`config.mk`:
```
export PLATFORM = sky130hd
export DESIGN_NAME = bcd_addsub_alu
export DESIGN_NICKNAME = d
export VERILOG_FILES = /design/src/rtl/alu_bcd_pkg.sv /design/src/rtl/bin_addsub.sv /design/src/rtl/bcd_digit.sv /design/src/rtl/bcd_chain.sv /design/src/rtl/bcd_addsub_alu.sv
export SDC_FILE = /design/constraint.sdc
export NUM_CORES = 1
export LEC_CHECK = 0
export BUFFER_PORTS_ARGS = -buffer_cell sky130_fd_sc_hd__buf_2
export CAP_MARGIN = 10
export CORE_MARGIN = 2
export CORE_UTILIZATION = 53
export DETAILED_ROUTE_END_ITERATION = 6
export GPL_TIMING_DRIVEN = 0
export PLACE_DENSITY_LB_ADDON = 0.08
export SETUP_SLACK_MARGIN = 0.02
export SLEW_MARGIN = 20
export SYNTH_ARGS = -nofsm -noshare
export SYNTH_HDL_FRONTEND = slang
export SYNTH_SLANG_ARGS = --single-unit
```
`constraint.sdc`:
```
create_clock -name clk -period 0.8 [get_ports clk]
set_input_delay 0 -clock clk [delete_from_list [all_inputs] [get_ports clk]]
set_output_delay 0 -clock clk [all_outputs]
set_load 0.05 [all_outputs]
```
`src/rtl/alu_bcd_pkg.sv`:
```
package alu_bcd_pkg;

    localparam int unsigned NIB_W   = 4;
    localparam int unsigned DIG_MAX = 9;
    localparam int unsigned DIG_FIX = 6;

    typedef enum logic [1:0] {
        MODE_BIN_ADD = 2'b00,
        MODE_BIN_SUB = 2'b01,
        MODE_DEC_ADD = 2'b10,
        MODE_DEC_SUB = 2'b11
    } alu_mode_e;

endpackage

```
`src/rtl/bin_addsub.sv`:
```
module bin_addsub #(
    parameter int unsigned W = 8
) (
    input  logic [W-1:0] op_a,
    input  logic [W-1:0] op_b,
    input  logic         cin,
    input  logic         sub,
    output logic [W-1:0] sum,
    output logic         cout,
    output logic         ovf
);
    logic [W-1:0] b_eff;
    logic [W:0]   wide;
    logic [W-1:0] ovf_vec;

    always_comb begin
        b_eff   = sub ? ~op_b : op_b;
        wide    = {1'b0, op_a} + {1'b0, b_eff} + {{W{1'b0}}, cin};
        sum     = wide[W-1:0];
        cout    = wide[W];
        ovf_vec = (wide[W-1:0] ^ op_a) & (wide[W-1:0] ^ b_eff);
        ovf     = ovf_vec[W-1];
    end

endmodule

```
`src/rtl/bcd_digit.sv`:
```
module bcd_digit
    import alu_bcd_pkg::*;
(
    input  logic [NIB_W-1:0] dig_a,
    input  logic [NIB_W-1:0] dig_b,
    input  logic             link_in,
    input  logic             sub,
    output logic [NIB_W-1:0] dig_r,
    output logic [NIB_W-1:0] dig_p,
    output logic             link_out
);
    logic [NIB_W:0] add_w;
    logic [NIB_W:0] add_fix;
    logic [NIB_W:0] sub_w;
    logic           add_big;
    logic           sub_neg;

    always_comb begin
        add_w   = {1'b0, dig_a} + {1'b0, dig_b} + {{NIB_W{1'b0}}, link_in};
        add_fix = add_w + (NIB_W+1)'(DIG_FIX);
        add_big = (add_w > (NIB_W+1)'(DIG_MAX));
        sub_w   = {1'b0, dig_a} - {1'b0, dig_b} - {{NIB_W{1'b0}}, link_in};
        sub_neg = sub_w[NIB_W];
        if (sub) begin
            dig_r    = sub_neg ? (sub_w[NIB_W-1:0] - NIB_W'(DIG_FIX)) : sub_w[NIB_W-1:0];
            link_out = sub_neg;
            dig_p    = sub_w[NIB_W-1:0];
        end else begin
            dig_r    = add_big ? add_fix[NIB_W-1:0] : add_w[NIB_W-1:0];
            link_out = add_big;
            dig_p    = add_w[NIB_W-1:0];
        end
    end

endmodule

```
`src/rtl/bcd_chain.sv`:
```
module bcd_chain
    import alu_bcd_pkg::*;
#(
    parameter int unsigned DIGITS = 2
) (
    input  logic [NIB_W*DIGITS-1:0] op_a,
    input  logic [NIB_W*DIGITS-1:0] op_b,
    input  logic                    cin,
    input  logic                    sub,
    output logic [NIB_W*DIGITS-1:0] res,
    output logic                    cout,
    output logic                    ovf
);
    localparam int unsigned W = NIB_W * DIGITS;

    logic [DIGITS:0] link;
    logic [W-1:0]    partial;
    logic [W-1:0]    raw_diff;
    logic [W-1:0]    add_ov_vec;
    logic [W-1:0]    sub_ov_vec;

    assign link[0] = sub ? ~cin : cin;

    for (genvar g = 0; g < DIGITS; g++) begin : g_digit
        bcd_digit u_digit (
            .dig_a    (op_a[g*NIB_W +: NIB_W]),
            .dig_b    (op_b[g*NIB_W +: NIB_W]),
            .link_in  (link[g]),
            .sub      (sub),
            .dig_r    (res[g*NIB_W +: NIB_W]),
            .dig_p    (partial[g*NIB_W +: NIB_W]),
            .link_out (link[g+1])
        );
    end

    always_comb begin
        raw_diff   = op_a - op_b - {{(W-1){1'b0}}, ~cin};
        add_ov_vec = (partial ^ op_a) & (partial ^ op_b);
        sub_ov_vec = (raw_diff ^ op_a) & (~raw_diff ^ op_b);
        ovf        = sub ? sub_ov_vec[W-1] : add_ov_vec[W-1];
        cout       = sub ? ~link[DIGITS] : link[DIGITS];
    end

endmodule

```
`src/rtl/bcd_addsub_alu.sv`:
```
module bcd_addsub_alu
    import alu_bcd_pkg::*;
#(
    parameter int unsigned DIGITS = 2
) (
    input  logic                    clk,
    input  logic                    rst_n,
    input  logic [NIB_W*DIGITS-1:0] opa_i,
    input  logic [NIB_W*DIGITS-1:0] opb_i,
    input  logic                    carry_i,
    input  logic                    decimal_i,
    input  logic                    subtract_i,
    output logic [NIB_W*DIGITS-1:0] result_o,
    output logic                    carry_o,
    output logic                    overflow_o,
    output logic                    negative_o,
    output logic                    zero_o
);
    localparam int unsigned W = NIB_W * DIGITS;

    typedef struct packed {
        logic [W-1:0] res;
        logic         c;
        logic         v;
        logic         n;
        logic         z;
    } alu_state_t;

    localparam alu_state_t RESET_STATE = '{res: '0, c: 1'b0, v: 1'b0, n: 1'b0, z: 1'b1};

    logic [W-1:0] bin_sum;
    logic         bin_c;
    logic         bin_v;
    logic [W-1:0] dec_sum;
    logic         dec_c;
    logic         dec_v;
    alu_mode_e    mode;
    alu_state_t   st_d;
    alu_state_t   st_q;
    logic         primed_d;
    logic         primed_q;

    bin_addsub #(.W(W)) u_bin (
        .op_a (opa_i),
        .op_b (opb_i),
        .cin  (carry_i),
        .sub  (subtract_i),
        .sum  (bin_sum),
        .cout (bin_c),
        .ovf  (bin_v)
    );

    bcd_chain #(.DIGITS(DIGITS)) u_dec (
        .op_a (opa_i),
        .op_b (opb_i),
        .cin  (carry_i),
        .sub  (subtract_i),
        .res  (dec_sum),
        .cout (dec_c),
        .ovf  (dec_v)
    );

    always_comb begin
        mode     = alu_mode_e'({decimal_i, subtract_i});
        st_d     = st_q;
        primed_d = 1'b1;
        unique case (mode)
            MODE_BIN_ADD, MODE_BIN_SUB: begin
                st_d.res = bin_sum;
                st_d.c   = bin_c;
                st_d.v   = bin_v;
            end
            MODE_DEC_ADD, MODE_DEC_SUB: begin
                st_d.res = dec_sum;
                st_d.c   = dec_c;
                st_d.v   = dec_v;
            end
            default: st_d = st_q;
        endcase
        st_d.n = st_d.res[W-1];
        st_d.z = (st_d.res == '0);
    end

    always_ff @(posedge clk or negedge rst_n) begin
        if (!rst_n) begin
            st_q     <= RESET_STATE;
            primed_q <= 1'b0;
        end else begin
            st_q     <= st_d;
            primed_q <= primed_d;
        end
    end

    assign result_o   = st_q.res;
    assign carry_o    = st_q.c;
    assign overflow_o = st_q.v;
    assign negative_o = st_q.n;
    assign zero_o     = st_q.z;

    function automatic logic all_digits_ok(input logic [W-1:0] val);
        logic ok;
        ok = 1'b1;
        for (int k = 0; k < DIGITS; k++) begin
            if (val[k*NIB_W +: NIB_W] > NIB_W'(DIG_MAX)) ok = 1'b0;
        end
        return ok;
    endfunction

    AST_ZERO_FLAG: assert property (@(posedge clk) disable iff (!rst_n)
        zero_o == (result_o == '0));

    AST_NEG_FLAG: assert property (@(posedge clk) disable iff (!rst_n)
        negative_o == result_o[W-1]);

    AST_BIN_ADD_SUM: assert property (@(posedge clk) disable iff (!rst_n)
        primed_q && !$past(decimal_i) && !$past(subtract_i) |->
        {carry_o, result_o} == ((W+1)'($past(opa_i)) + (W+1)'($past(opb_i))
                                + (W+1)'($past(carry_i))));

    AST_BIN_SUB_CARRY: assert property (@(posedge clk) disable iff (!rst_n)
        primed_q && !$past(decimal_i) && $past(subtract_i) |->
        carry_o == ((W+1)'($past(opa_i)) >= ((W+1)'($past(opb_i))
                                             + (W+1)'(!$past(carry_i)))));

    AST_DEC_DIGIT_RANGE: assert property (@(posedge clk) disable iff (!rst_n)
        primed_q && $past(decimal_i) && all_digits_ok($past(opa_i))
        && all_digits_ok($past(opb_i)) |-> all_digits_ok(result_o));

endmodule

```
# After elaboration in Yosys (flattened, before gate mapping)
# Cells that the tools add are included.
dict set report classes {
  n_mux 15
  addsub 16
  n_div 0
  n_lt_le_gt_ge 2
  n_mul 0
  eq_ne 3
  n_reduce_logical 4
  n_shift 0
  n_bitwise 13
}
# op count
set op_table {}
lappend op_table {{$xor A8 B8 Y8} 6}
lappend op_table {{$mux W4} 8}
lappend op_table {{$and A8 B8 Y8} 3}
lappend op_table {{$pmux W10 S2} 1}
lappend op_table {{$not A8 Y8} 2}
lappend op_table {{$add A4 B4 Y5} 2}
lappend op_table {{$add A5 B1 Y5} 2}
lappend op_table {{$gt A5 B4 Y1 const B} 2}
lappend op_table {{$sub A4 B4 Y5} 2}
lappend op_table {{$sub A5 B1 Y5} 2}
lappend op_table {{$add A8 B8 Y9} 1}
lappend op_table {{$add A9 B1 Y9} 1}
lappend op_table {{$add A4 B3 Y4 const B} 2}
lappend op_table {{$logic_not A8 Y1} 1}
lappend op_table {{$mux W8} 1}
lappend op_table {{$sub A4 B3 Y4 const B} 2}
lappend op_table {{$sub A8 B1 Y8} 1}
lappend op_table {{$sub A8 B8 Y8} 1}
lappend op_table {{$mux W1} 5}
lappend op_table {{$eq A2 B2 Y1 const B} 2}
lappend op_table {{$reduce_or A2 Y1} 2}
lappend op_table {{$eq A2 B1 Y1 const B} 1}
lappend op_table {{$logic_not A2 Y1} 1}
lappend op_table {{$not A1 Y1} 2}
dict set report totals {
  elab_cells 58
  mem_bits_ro 0
  ff_bits 12
  mem_count 0
  mem_bits_rw 0
  inputBits 21
  latchBits 0
}

# Logic depth before layout (Yosys ltp)
# Gate-level depths: netlist (run 1).
dict set report depth {
  ltp_word 12
  mapped_depth 25
}

# By module
# From an unflattened synthesis (run 1), not the netlist that was laid out.
dict set report hier_totals {
  cells_unflattened 288
  hier_area_um2 2501.1
}
# module cells_each area_per_inst_um2 n_inst
set modules_own_cells {}
lappend modules_own_cells {bcd_digit 75 626.9 2}
lappend modules_own_cells {bin_addsub 61 455.4 1}
lappend modules_own_cells {bcd_addsub_alu 30 454.2 1}
lappend modules_own_cells {bcd_chain 47 337.8 1}

# Worst setup path after synthesis (run 1)
# No wires, ideal clock.
dict set report synth_path {
  path_type {input-to-reg}
  startpoint {input subtract_i}
  endpoint {register st_q, in the netlist zero_o}
  path_stages 25
  slack_ps -3880
  arrival_time_ps 4590
  n_path_buf 1
  path_cell_list {buf_2 xor2_1 inv_1 fa_1 inv_1 fa_1 inv_1 ha_1 nand2b_1 a22oi_1 nor2_1 a21oi_1 o21a_1 inv_1 fa_1 inv_1 fa_1 xor2_2 ha_1 a22o_4 nand4_1 o211ai_1 a211o_1 or4b_1 nor4_2}
}
# element line_no
set synth_rtl {}
lappend synth_rtl {{from (decl)} bcd_addsub_alu.sv:12} ;# input logic subtract_i,
lappend synth_rtl {{to (signal assigned)} bcd_addsub_alu.sv:89} ;# st_q <= st_d;
lappend synth_rtl {{to (decl)} bcd_addsub_alu.sv:39} ;# alu_state_t st_q;

==> impl_results.md, run 1 <==
* Status: finished, violations left
* Violated checks: negative setup slack
* I/O pin count at 33
* Worst hold path type: in2reg
* Gr ovfl total at 0
* Worst slew pin tran at 0.458 ns
* Clk sinks at 11
* Syn_nets at 327
* RePlAce Congestion at 0.820
* Top post-synthesis cells by area: ha_1, dfrtp_1, fa_1
* Final Hold Viols at 0
* Most frequently used flop master after synthesis: dfrtp_1
* Post-synth EDFFs at 0
* Clock Tree Buf Depth at 2
* Maxcap violations at 0
* Pre-CTS setup slack at -4.23 ns
* RSZ-0062 raised after global routing: true
* Max FO, Critical Path at 3
* Leakage at 1.52 nW
* CTS buffer count at 3
* Initial antenna violation count at 0
* Critical path required time at 0.95 ns
* Hold Path Stages at 2
* Min Clock Period, post-route at 4.46 ns
* Peak VDD IR at 949 µV
* DP Area at 2580 µm²
* Footprint of the multi-input gates at 2210 µm²
* Clock Pin Slew Worst Setup and Hold Paths at 0.05 ns
* Number of global-route vias before repair at 2222
* Yosys top cell area share at 20.6%
* Mapped Area at 2250 µm²
* CORE AREA at 4060 µm²
* Largest net degree at the start of global routing at 12
* Area of the die at 4780 µm²
* Slew HR at 69.5%
* Starting Density at 55.5%
* Cells after synthesis at 259
* # port buffers at 31
* Largest area contributor in the netlist: ha_1
* H-tree depth at 1
* FF+latch count, synth at 11
* Yosys Warn Count at 0
* Synth cell types at 61
* Layout area overhead at 47.7%
* Drt pass-1 iters at 4
* Layout fillers at 235
* Mean Syn Cell Area at 8.69 µm²
* Register area at 278 µm²
* Detailed placer's ending HPWL at 4180 µm
* Worst Hold End: carry_o
* CTS tree: yes
* Max-slew violations at 0
* Global Route Usage Sum at 25.7%
* Final Cell Area at 3330 µm²
* Final worst slack at -3.66 ns
* Critical path endpoint category: flip-flop
* Routed len/inst at 17.5 µm
* CP max stage cell: or4b_4
* Antenna cell count at 0
* Worst path max stage delay at 0.51 ns
* Period utilisation layout at 557%
* Vias per inst at 5.76
* # rows at 23
* Share of layout cells above drive strength 1 at 44.2%
* Antenna Violating Nets Remaining at 0
* Fin nets at 397
* Pwr/cell area at 1960 nW/µm²
* CP arrival at 4.61 ns
* Chip width at 69.2 µm
* CTS root buffer: clkbuf_8
* Fmax at 0.224 GHz
* Critical path startpoint category: input pin
* Most numerous cell on the critical path: inv_2
* Sequential fraction of the synthesis area at 12.3%
* Fin util at 82.0%
* CP Class: in2reg
* Die boundary height at 69.2 µm
* Total Wirelength at 6610 µm
* Total number of vias at 2178
* # setup viols final at 14
* Initial DRC count at 154
* First-pass GRT wire length at 10100 µm
* Asr flop ratio synth at 100%
* Worst hold start: decimal_i
* Drt drc at 0
cell type report:
cell class              instances  area share (%)
clock inverters                 1           0.150
inverters                      35            4.10
repair buffers                 65            16.2
flip-flops and latches         11            8.35
clock buffers                   3            1.24
multi-input cells             208            66.4
plain buffers                   5            1.66
well taps                      50            1.88
worst max path at each step:
stage | start | end | slack [ns] | cells after the start
6_report | subtract_i | zero_o | -3.66 | 26
5_1_grt | subtract_i | zero_o | -3.87 | 25
4_1_cts | subtract_i | zero_o | -3.57 | 26
3_5_place_dp | subtract_i | zero_o | -4.23 | 26
3_3_place_gp | subtract_i | zero_o | -4.19 | 26
2_1_floorplan | subtract_i | zero_o | -3.63 | 25
critical path: cells and delay by family:
family	cells	cell delay (ns)
XOR/XNOR	1	0.14
AND/OR/NAND/NOR	5	0.86
buffers and inverters	8	0.65
multiplexers	1	0.06
AO/OA/AOI/OAI	5	1.01
adder cells (fa/ha/maj)	6	1.90
cell usage after synthesis (2+ instances only):
cell / number
o21bai_2: 2
xor2_1: 13
dfrtp_1: 10
ha_1: 37
fa_1: 10
nand2b_1: 9
nand3_1: 4
and3_1: 2
a2bb2oi_1: 2
or3_1: 4
o21ai_0: 9
mux2i_1: 3
buf_4: 2
o21a_1: 3
xor2_2: 2
a21oi_1: 10
xnor2_1: 11
a32oi_1: 3
inv_1: 33
a211o_1: 2
a21o_1: 3
nand2_1: 15
nor2_1: 17
o211ai_1: 4
nand3b_1: 4
nor2b_1: 3
a211oi_1: 4
nor3_1: 4
o31ai_1: 2
what timing repair did:
item	in CTS	in global routing
hold endpoints to repair	11	0
hold buffers	1	0
setup endpoints to repair	23	19
gates resized for setup	70	28
setup buffers	22	14
pin swaps	24	10
gates cloned	0	0
routing by layer:
metal  vias up  wire length (µm)  track usage [%]
li1       1034                 -                -
met1      1058              2750             31.6
met2        70              3420             45.2
met3        16               270             3.92
met4         0               163             9.15
met5         -                 0                0
cells in the final DEF, fill, tap and decap left out, drive strengths merged, types with 5 or more instances in the layout:
cell / instances
o21ai: 9
dfrtp: 10
ha: 37
nand2: 15
fa: 10
buf: 69
a211oi: 5
inv: 34
nor2: 17
nand2b: 10
a21oi: 11
xor2: 15
xnor2: 12
metrics by stage:
| step | cells | hold slack [ns] | total power, W | setup TNS (ns) |
|---|---|---|---|---|
| floorplan | 259 | -0.296 | 0.00342 | -25.72 |
| finish | 378 | 0.0685 | 0.00650 | -28.27 |
| global placement | 340 | -0.134 | 0.00411 | -31.26 |
| detailed placement | 340 | -0.129 | 0.00417 | -31.66 |
| CTS | 367 | 0.0397 | 0.00571 | -26.79 |
| global route | 378 | 0.0703 | 0.00686 | -29.73 |
state kept, by name, indices dropped and copies added (netlist names):
| name | count |
|---|---|
| result_o | 7 |
| zero_o | 1 |
| negative_o | 1 |
| overflow_o | 1 |
| carry_o | 1 |
where the power goes:
group          internal [W]  switching (W)
clock network      0.000342       0.000211
logic               0.00243        0.00274
registers          0.000705      0.0000783
total               0.00348        0.00303
logic make-up (layout without fill, tap and decap cells):
group / count (synthesis) / count (layout) / share of synthesized area (%)
buf+inv: 40 / 109 / 7.39
simple gates: 70 / 70 / 16.6
compound gates: 59 / 59 / 20.0
xor+xnor: 28 / 28 / 12.5
flops: 11 / 11 / 12.3
fa+ha+maj: 47 / 47 / 29.5
mux: 4 / 4 / 1.83
Power figures use the tool's default switching activity.
==> inputs of run 2 (changes only) <==
--- a/config.mk
+++ b/config.mk
@@ -7,7 +7,6 @@
 export LEC_CHECK = 0
 export BUFFER_PORTS_ARGS = -buffer_cell sky130_fd_sc_hd__buf_2
 export CAP_MARGIN = 10
-export CORE_MARGIN = 2
 export CORE_UTILIZATION = 53
 export DETAILED_ROUTE_END_ITERATION = 6
 export GPL_TIMING_DRIVEN = 0
==> run 2 against run 1 <==
Net effect:
- the run still ends with negative setup slack left
- utilization decreased by 0.35 points
- largest cell class unchanged
- hold slack improved by 0.0020 ns
- clock power about the same
- routed wire length increased by 0.38%
- flip-flop and latch count unchanged
- global-route usage decreased by 0.081 points
==> impl_results.md, run 2 (same netlist as run 1, synthesis figures left out) <==
* Initial antenna violation count at 0 (unchanged)
* CP max stage cell: or4b_4
* # setup viols final at 14 (unchanged)
* Vias per inst at 5.88 (+2.1%)
* Global Route Usage Sum at 25.6% (-0.081 points)
* Largest register FFs at 7 (unchanged)
* Routed len/inst at 17.4 µm (-0.41%)
* Worst hold start: decimal_i
* Fin nets at 400 (+0.76%)
* Final worst slack at -3.76 ns (-0.106 ns)
* Violated checks: negative setup slack
* Clock Tree Buf Depth at 2 (unchanged)
* Most numerous cell on the critical path: fa_2
* Critical path startpoint category: input pin
* Worst path cell trace: buf_8 > buf_12 > xor2_4 > inv_2 > fa_2 > inv_2 > fa_2 > inv_4 > ha_4 > a22oi_2 > nor2_2 > a21oi_4 > o21a_1 > buf_4 > buf_4 > fa_2 > inv_2 > fa_2 > xnor3_1 > o211ai_1 > a211o_1 > or4b_4 > nor4_4
* Antenna Violating Nets Remaining at 0 (unchanged)
* Status: finished, violations left
* Worst path max stage delay at 0.51 ns (about the same)
* Register area at 278 µm² (unchanged)
* Critical path required time at 0.95 ns (about the same)
* Max FO, Critical Path at 3 (unchanged)
* Worst hold path type: in2reg
* Detailed placer's ending HPWL at 4110 µm (-1.6%)
* Footprint of the multi-input gates at 2140 µm² (-2.9%)
* Min Clock Period, post-route at 4.56 ns (+0.106 ns)
* Fin Hold WS at 0.0705 ns (+0.00196 ns)
* Setup TNS at -29.72 ns (-1.45 ns)
* RSZ-0062 raised after global routing: true
* Fin util at 81.6% (-0.35 points)
* Peak VDD IR at 926 µV (-2.4%)
* Clk sinks at 11 (unchanged)
* CORE AREA at 4030 µm² (-0.71%)
* Layout area overhead at 46.1%
* Layout fillers at 245 (+4.3%)
* Fmax at 0.219 GHz (-2.3%)
* Clock Pin Slew Worst Setup and Hold Paths at 0.05 ns (about the same)
* Drt drc at 0 (unchanged)
* Share of layout cells above drive strength 1 at 41.7% (-2.5 points)
* CP Class: in2reg
* Chip width at 67.2 µm (-2.9%)
* Maxcap violations at 0 (unchanged)
* CP arrival at 4.71 ns (+0.10 ns)
* Critical path endpoint category: flip-flop
* H-tree depth at 1 (unchanged)
* Dpl cells at 340 (unchanged)
* CTS tree: yes
* I/O pin count at 33 (unchanged)
* Number of global-route vias before repair at 1976 (-11%)
* Area of the die at 4510 µm² (-5.7%)
* Antenna cell count at 0 (unchanged)
* Final Hold Viols at 0 (unchanged)
* Leakage at 1.53 nW (+0.23%)
* CTS buffer count at 3 (unchanged)
* Gr ovfl total at 0 (unchanged)
* Post-route insts no fill at 381 (+0.79%)
* RePlAce Congestion at 0.850 (+3.7%)
* Pwr Total at 0.00648 W (-0.28%)
* Starting Density at 55.9% (+0.40 points)
* Total Wirelength at 6630 µm (+0.38%)
* Period utilisation layout at 571% (+13 points)
* CTS root buffer: clkbuf_8
* # port buffers at 31 (unchanged)
* CP startpoint: subtract_i
* First-pass GRT wire length at 8800 µm (-13%)
* Initial DRC count at 128 (-17%)
* Commonest non-fill, non-tap cell in the layout: ha_1
* Largest net degree at the start of global routing at 12 (unchanged)
* Max-slew violations at 0 (unchanged)
* Die boundary height at 67.2 µm (-2.9%)
* Worst slew pin tran at 0.549 ns (+0.0914 ns)
* Total number of vias at 2241 (+2.9%)
* # rows at 23 (unchanged)
* Drt pass-1 iters at 4 (unchanged)
* Most frequent cells in the layout: ha_1, buf_4, inv_1
* Pwr/cell area at 1970 nW/µm² (+0.86%)
* Slew HR at 63.3% (-6.2 points)
run 2: worst max-delay path, delay by kind of cell:
family | cells | cell delay, ns
AND/OR/NAND/NOR | 3 | 0.85
adder cells (fa/ha/maj) | 5 | 1.75
AO/OA/AOI/OAI | 5 | 0.73
buffers and inverters | 8 | 0.77
XOR/XNOR | 2 | 0.58
run 2: cell type report:
type | count | share of cell area [%]
multi-input combinational | 208 | 65.2
timing repair buffer | 68 | 17.3
buffer | 5 | 1.67
tap | 50 | 1.90
sequential | 11 | 8.45
inverter | 35 | 4.07
clock buffer | 4 | 1.37
run 2: final timing paths:
check | endpoint | slack (ns) | depth (start not counted)
hold / removal | carry_o | 0.07 | 2
setup / recovery | zero_o | -3.76 | 23
max in group asynchronous | zero_o | 0.39 | 2
min in group asynchronous | result_o[1] | 0.16 | 2
run 2: routing by layer:
| layer | global-route usage (%) | part of all wire [%] |
|---|---|---|
| met3 | 1.35 | 5.5 |
| met4 | 6.91 | 2.0 |
| met5 | 0 | 0 |
| met1 | 34.4 | 41 |
| met2 | 44.1 | 51 |
run 2: power by group:
group          leakage, nW  switching [W]  total, W  internal (W)
sequential           0.128      0.0000707  0.000775      0.000705
clock               0.0228       0.000202  0.000552      0.000349
combinational         1.38        0.00271   0.00516       0.00245
run 2: repair_timing:
item                       4_1_cts  5_1_grt
pin swaps                       19       10
buffers inserted                21       19
hold endpoints to repair        11        0
hold buffers                     1        0
gates resized for setup         49       41
setup endpoints to repair       23       23
run 2: per-stage QoR:
step | cell area, µm² | setup WS (ns)
after global placement | 2580 | -4.19
after global routing | 3290 | -3.90
after detailed placement | 2580 | -4.25
after CTS | 2990 | -3.67
final | 3290 | -3.76
after floorplan | 2370 | -3.63
==> inputs of run 3 (changes only) <==
--- a/config.mk
+++ b/config.mk
@@ -10,6 +10,7 @@
 export CORE_UTILIZATION = 53
 export DETAILED_ROUTE_END_ITERATION = 6
 export GPL_TIMING_DRIVEN = 0
+export HOLD_SLACK_MARGIN = 0.08
 export PLACE_DENSITY_LB_ADDON = 0.08
 export SETUP_SLACK_MARGIN = 0.02
 export SLEW_MARGIN = 20
==> run 3 against run 2 <==
Net effect:
- critical endpoint unchanged
- sequential share of layout area fell by 0.12 points
- largest cell class unchanged
- global-route usage decreased by 0.18 points
- largest power group unchanged
- non-clock buffer count rose by 3
- critical path type unchanged
- critical path depth did not move
- the flow still finishes with violations (negative setup slack)
- hold slack improved by 0.065 ns
- count of clock-buffer cells in the layout did not move
- sequential power about the same
==> impl_results.md, run 3 (same netlist as run 1, synthesis figures left out) <==
* Post-route insts no fill at 384 (+0.79%)
* Min Clock Period, post-route at 4.70 ns (+0.134 ns)
* CTS buffer count at 3 (unchanged)
* Int Power at 0.00356 W (+1.6%)
* Max-slew violations at 0 (unchanged)
* Peak VDD IR at 942 µV (+1.8%)
* Area of the die at 4510 µm² (unchanged)
* Power share of the clock group at 8.5% (about the same)
* First-pass GRT wire length at 8690 µm (-1.2%)
* RSZ-0062 raised after global routing: true
* Antenna cell count at 0 (unchanged)
* Drt drc at 0 (unchanged)
* Violated checks: negative setup slack
* Final worst slack at -3.90 ns (-0.134 ns)
* Drt pass-1 iters at 4 (unchanged)
* Critical path startpoint category: input pin
* Gr ovfl total at 0 (unchanged)
* Critical path required time at 0.95 ns (about the same)
* Flop pwr share at 11.8% (-0.2 points)
* Critical path endpoint category: flip-flop
* Worst path max stage delay at 0.57 ns (+0.06 ns)
* Register area at 278 µm² (unchanged)
* Worst hold path type: in2reg
* CP Class: in2reg
* Chip width at 67.2 µm (unchanged)
* I/O pin count at 33 (unchanged)
* Clk sinks at 11 (unchanged)
* Initial antenna violation count at 0 (unchanged)
* CTS root buffer: clkbuf_8
* Initial DRC count at 186 (+45%)
* Pwr Total at 0.00660 W (+1.8%)
* Switch share at 46.1% (+0.10 points)
* Fin nets at 403 (+0.75%)
* Starting Density at 55.9% (unchanged)
* Met1 WL at 2920 µm (+6.9%)
* Worst path cell trace: buf_8 > buf_12 > xor2_4 > inv_2 > fa_2 > inv_2 > fa_2 > nand2b_1 > a2bb2oi_1 > a21oi_1 > a21oi_4 > o21a_1 > inv_2 > fa_2 > inv_2 > ha_4 > xnor2_2 > nand2_1 > o211ai_1 > o31ai_2 > a2111oi_0 > or4b_4 > nor4_4
* Switch Pwr at 0.00304 W (+2.0%)
* CORE AREA at 4030 µm² (unchanged)
* CTS tree: yes
* Maxcap violations at 0 (unchanged)
* Slew HR at 58.0% (-5.3 points)
* Vias per inst at 5.87 (-0.21%)
* Total number of vias at 2254 (+0.58%)
* Final Hold Viols at 0 (unchanged)
* Fin util at 82.8% (+1.2 points)
* # rows at 23 (unchanged)
* Status: finished, violations left
* Max Used Layer: met4
* Die boundary height at 67.2 µm (unchanged)
* Footprint of the multi-input gates at 2160 µm² (+0.76%)
* CP max stage cell: or4b_4
* Clock Tree Buf Depth at 2 (unchanged)
* Share of layout cells above drive strength 1 at 42.5% (+0.82 points)
* Fmax at 0.213 GHz (-2.8%)
* Layout fillers at 229 (-6.5%)
* Family with the most delay on the worst path: compound AO/OA/AOI/OAI gates
* Detailed placer's ending HPWL at 4110 µm (unchanged)
* # port buffers at 31 (unchanged)
* Dpl cells at 340 (unchanged)
* Clock Pin Slew Worst Setup and Hold Paths at 0.05 ns (about the same)
* Leakage at 1.55 nW (+1.2%)
* Max FO, Critical Path at 5 (+2)
* Logic pwr share at 79.7% (+0.2 points)
* CP arrival at 4.85 ns (+0.14 ns)
* CP Buf/Inv Count at 6 (-2)
* Commonest non-fill, non-tap cell in the layout: ha_1
* Largest register FFs at 7 (unchanged)
* H-tree depth at 1 (unchanged)
* Pwr/cell area at 1980 nW/µm² (+0.27%)
* Routed len/inst at 17.9 µm (+2.6%)
* Largest net degree at the start of global routing at 12 (unchanged)
* Most numerous cell on the critical path: inv_2
* Layout area overhead at 48.2%
* Most frequent cells in the layout: ha_1, buf_4, buf_6
* Period utilisation layout at 587% (+17 points)
* Global Route Usage Sum at 25.4% (-0.18 points)
* RePlAce Congestion at 0.850 (unchanged)
* Worst slew pin tran at 0.614 ns (+0.0652 ns)
* Number of global-route vias before repair at 1959 (-0.86%)
* # setup viols final at 14 (unchanged)
* Routed met2 length at 3480 µm (+2.1%)
* Antenna Violating Nets Remaining at 0 (unchanged)
* Total Wirelength at 6860 µm (+3.5%)
* Routed wl met3 at 267 µm (-26%)
-- run 3: per-stage QoR --
step	TNS [ns]	hold slack, ns	worst slack (ns)	area, µm²
2_1_floorplan	-25.72	-0.296	-3.63	2370
3_3_place_gp	-31.30	-0.135	-4.19	2580
3_5_place_dp	-31.77	-0.126	-4.25	2580
4_1_cts	-28.00	0.128	-3.67	3000
5_1_grt	-31.42	0.167	-4.11	3340
6_report	-30.09	0.136	-3.90	3340
-- run 3: what timing repair did --
item,in CTS,in global routing
setup buffers,21,21
hold buffers,2,0
gates cloned,0,0
endpoints found under the hold margin,13,0
pin swaps,19,28
setup endpoints to repair,23,23
gates resized for setup,49,46
-- run 3: layout make-up --
class | instances | share of cell area [%]
sequential | 11 | 8.32
clock buffer | 4 | 1.35
buffer | 5 | 1.65
timing repair buffer | 71 | 18.0
multi-input combinational | 208 | 64.8
tap | 50 | 1.87
inverter | 35 | 4.01
-- run 3: worst paths after layout --
| check | slack [ns] | depth (start not counted) | start | end |
|---|---|---|---|---|
| hold / removal | 0.14 | 3 | decimal_i | carry_o |
| max in group asynchronous | 0.38 | 2 | rst_n | zero_o |
| min in group asynchronous | 0.16 | 2 | rst_n | result_o[1] |
| setup / recovery | -3.90 | 23 | subtract_i | zero_o |
-- run 3: per-layer routing --
metal  up-vias  track usage, %
li1       1053               -
met1      1094            34.0
met2        83            43.8
met3        24            1.52
met4         0            7.18
met5         -               0
-- run 3: power groups by stage --
stage	Sequential, W	Combinational, W	Clock, W
after global routing	0.000793	0.00555	0.000599
after CTS	0.000749	0.00427	0.000544
final	0.000778	0.00526	0.000560
after detailed placement	0.000741	0.00342	0
after global placement	0.000736	0.00336	0
after floorplan	0.00127	0.00215	0
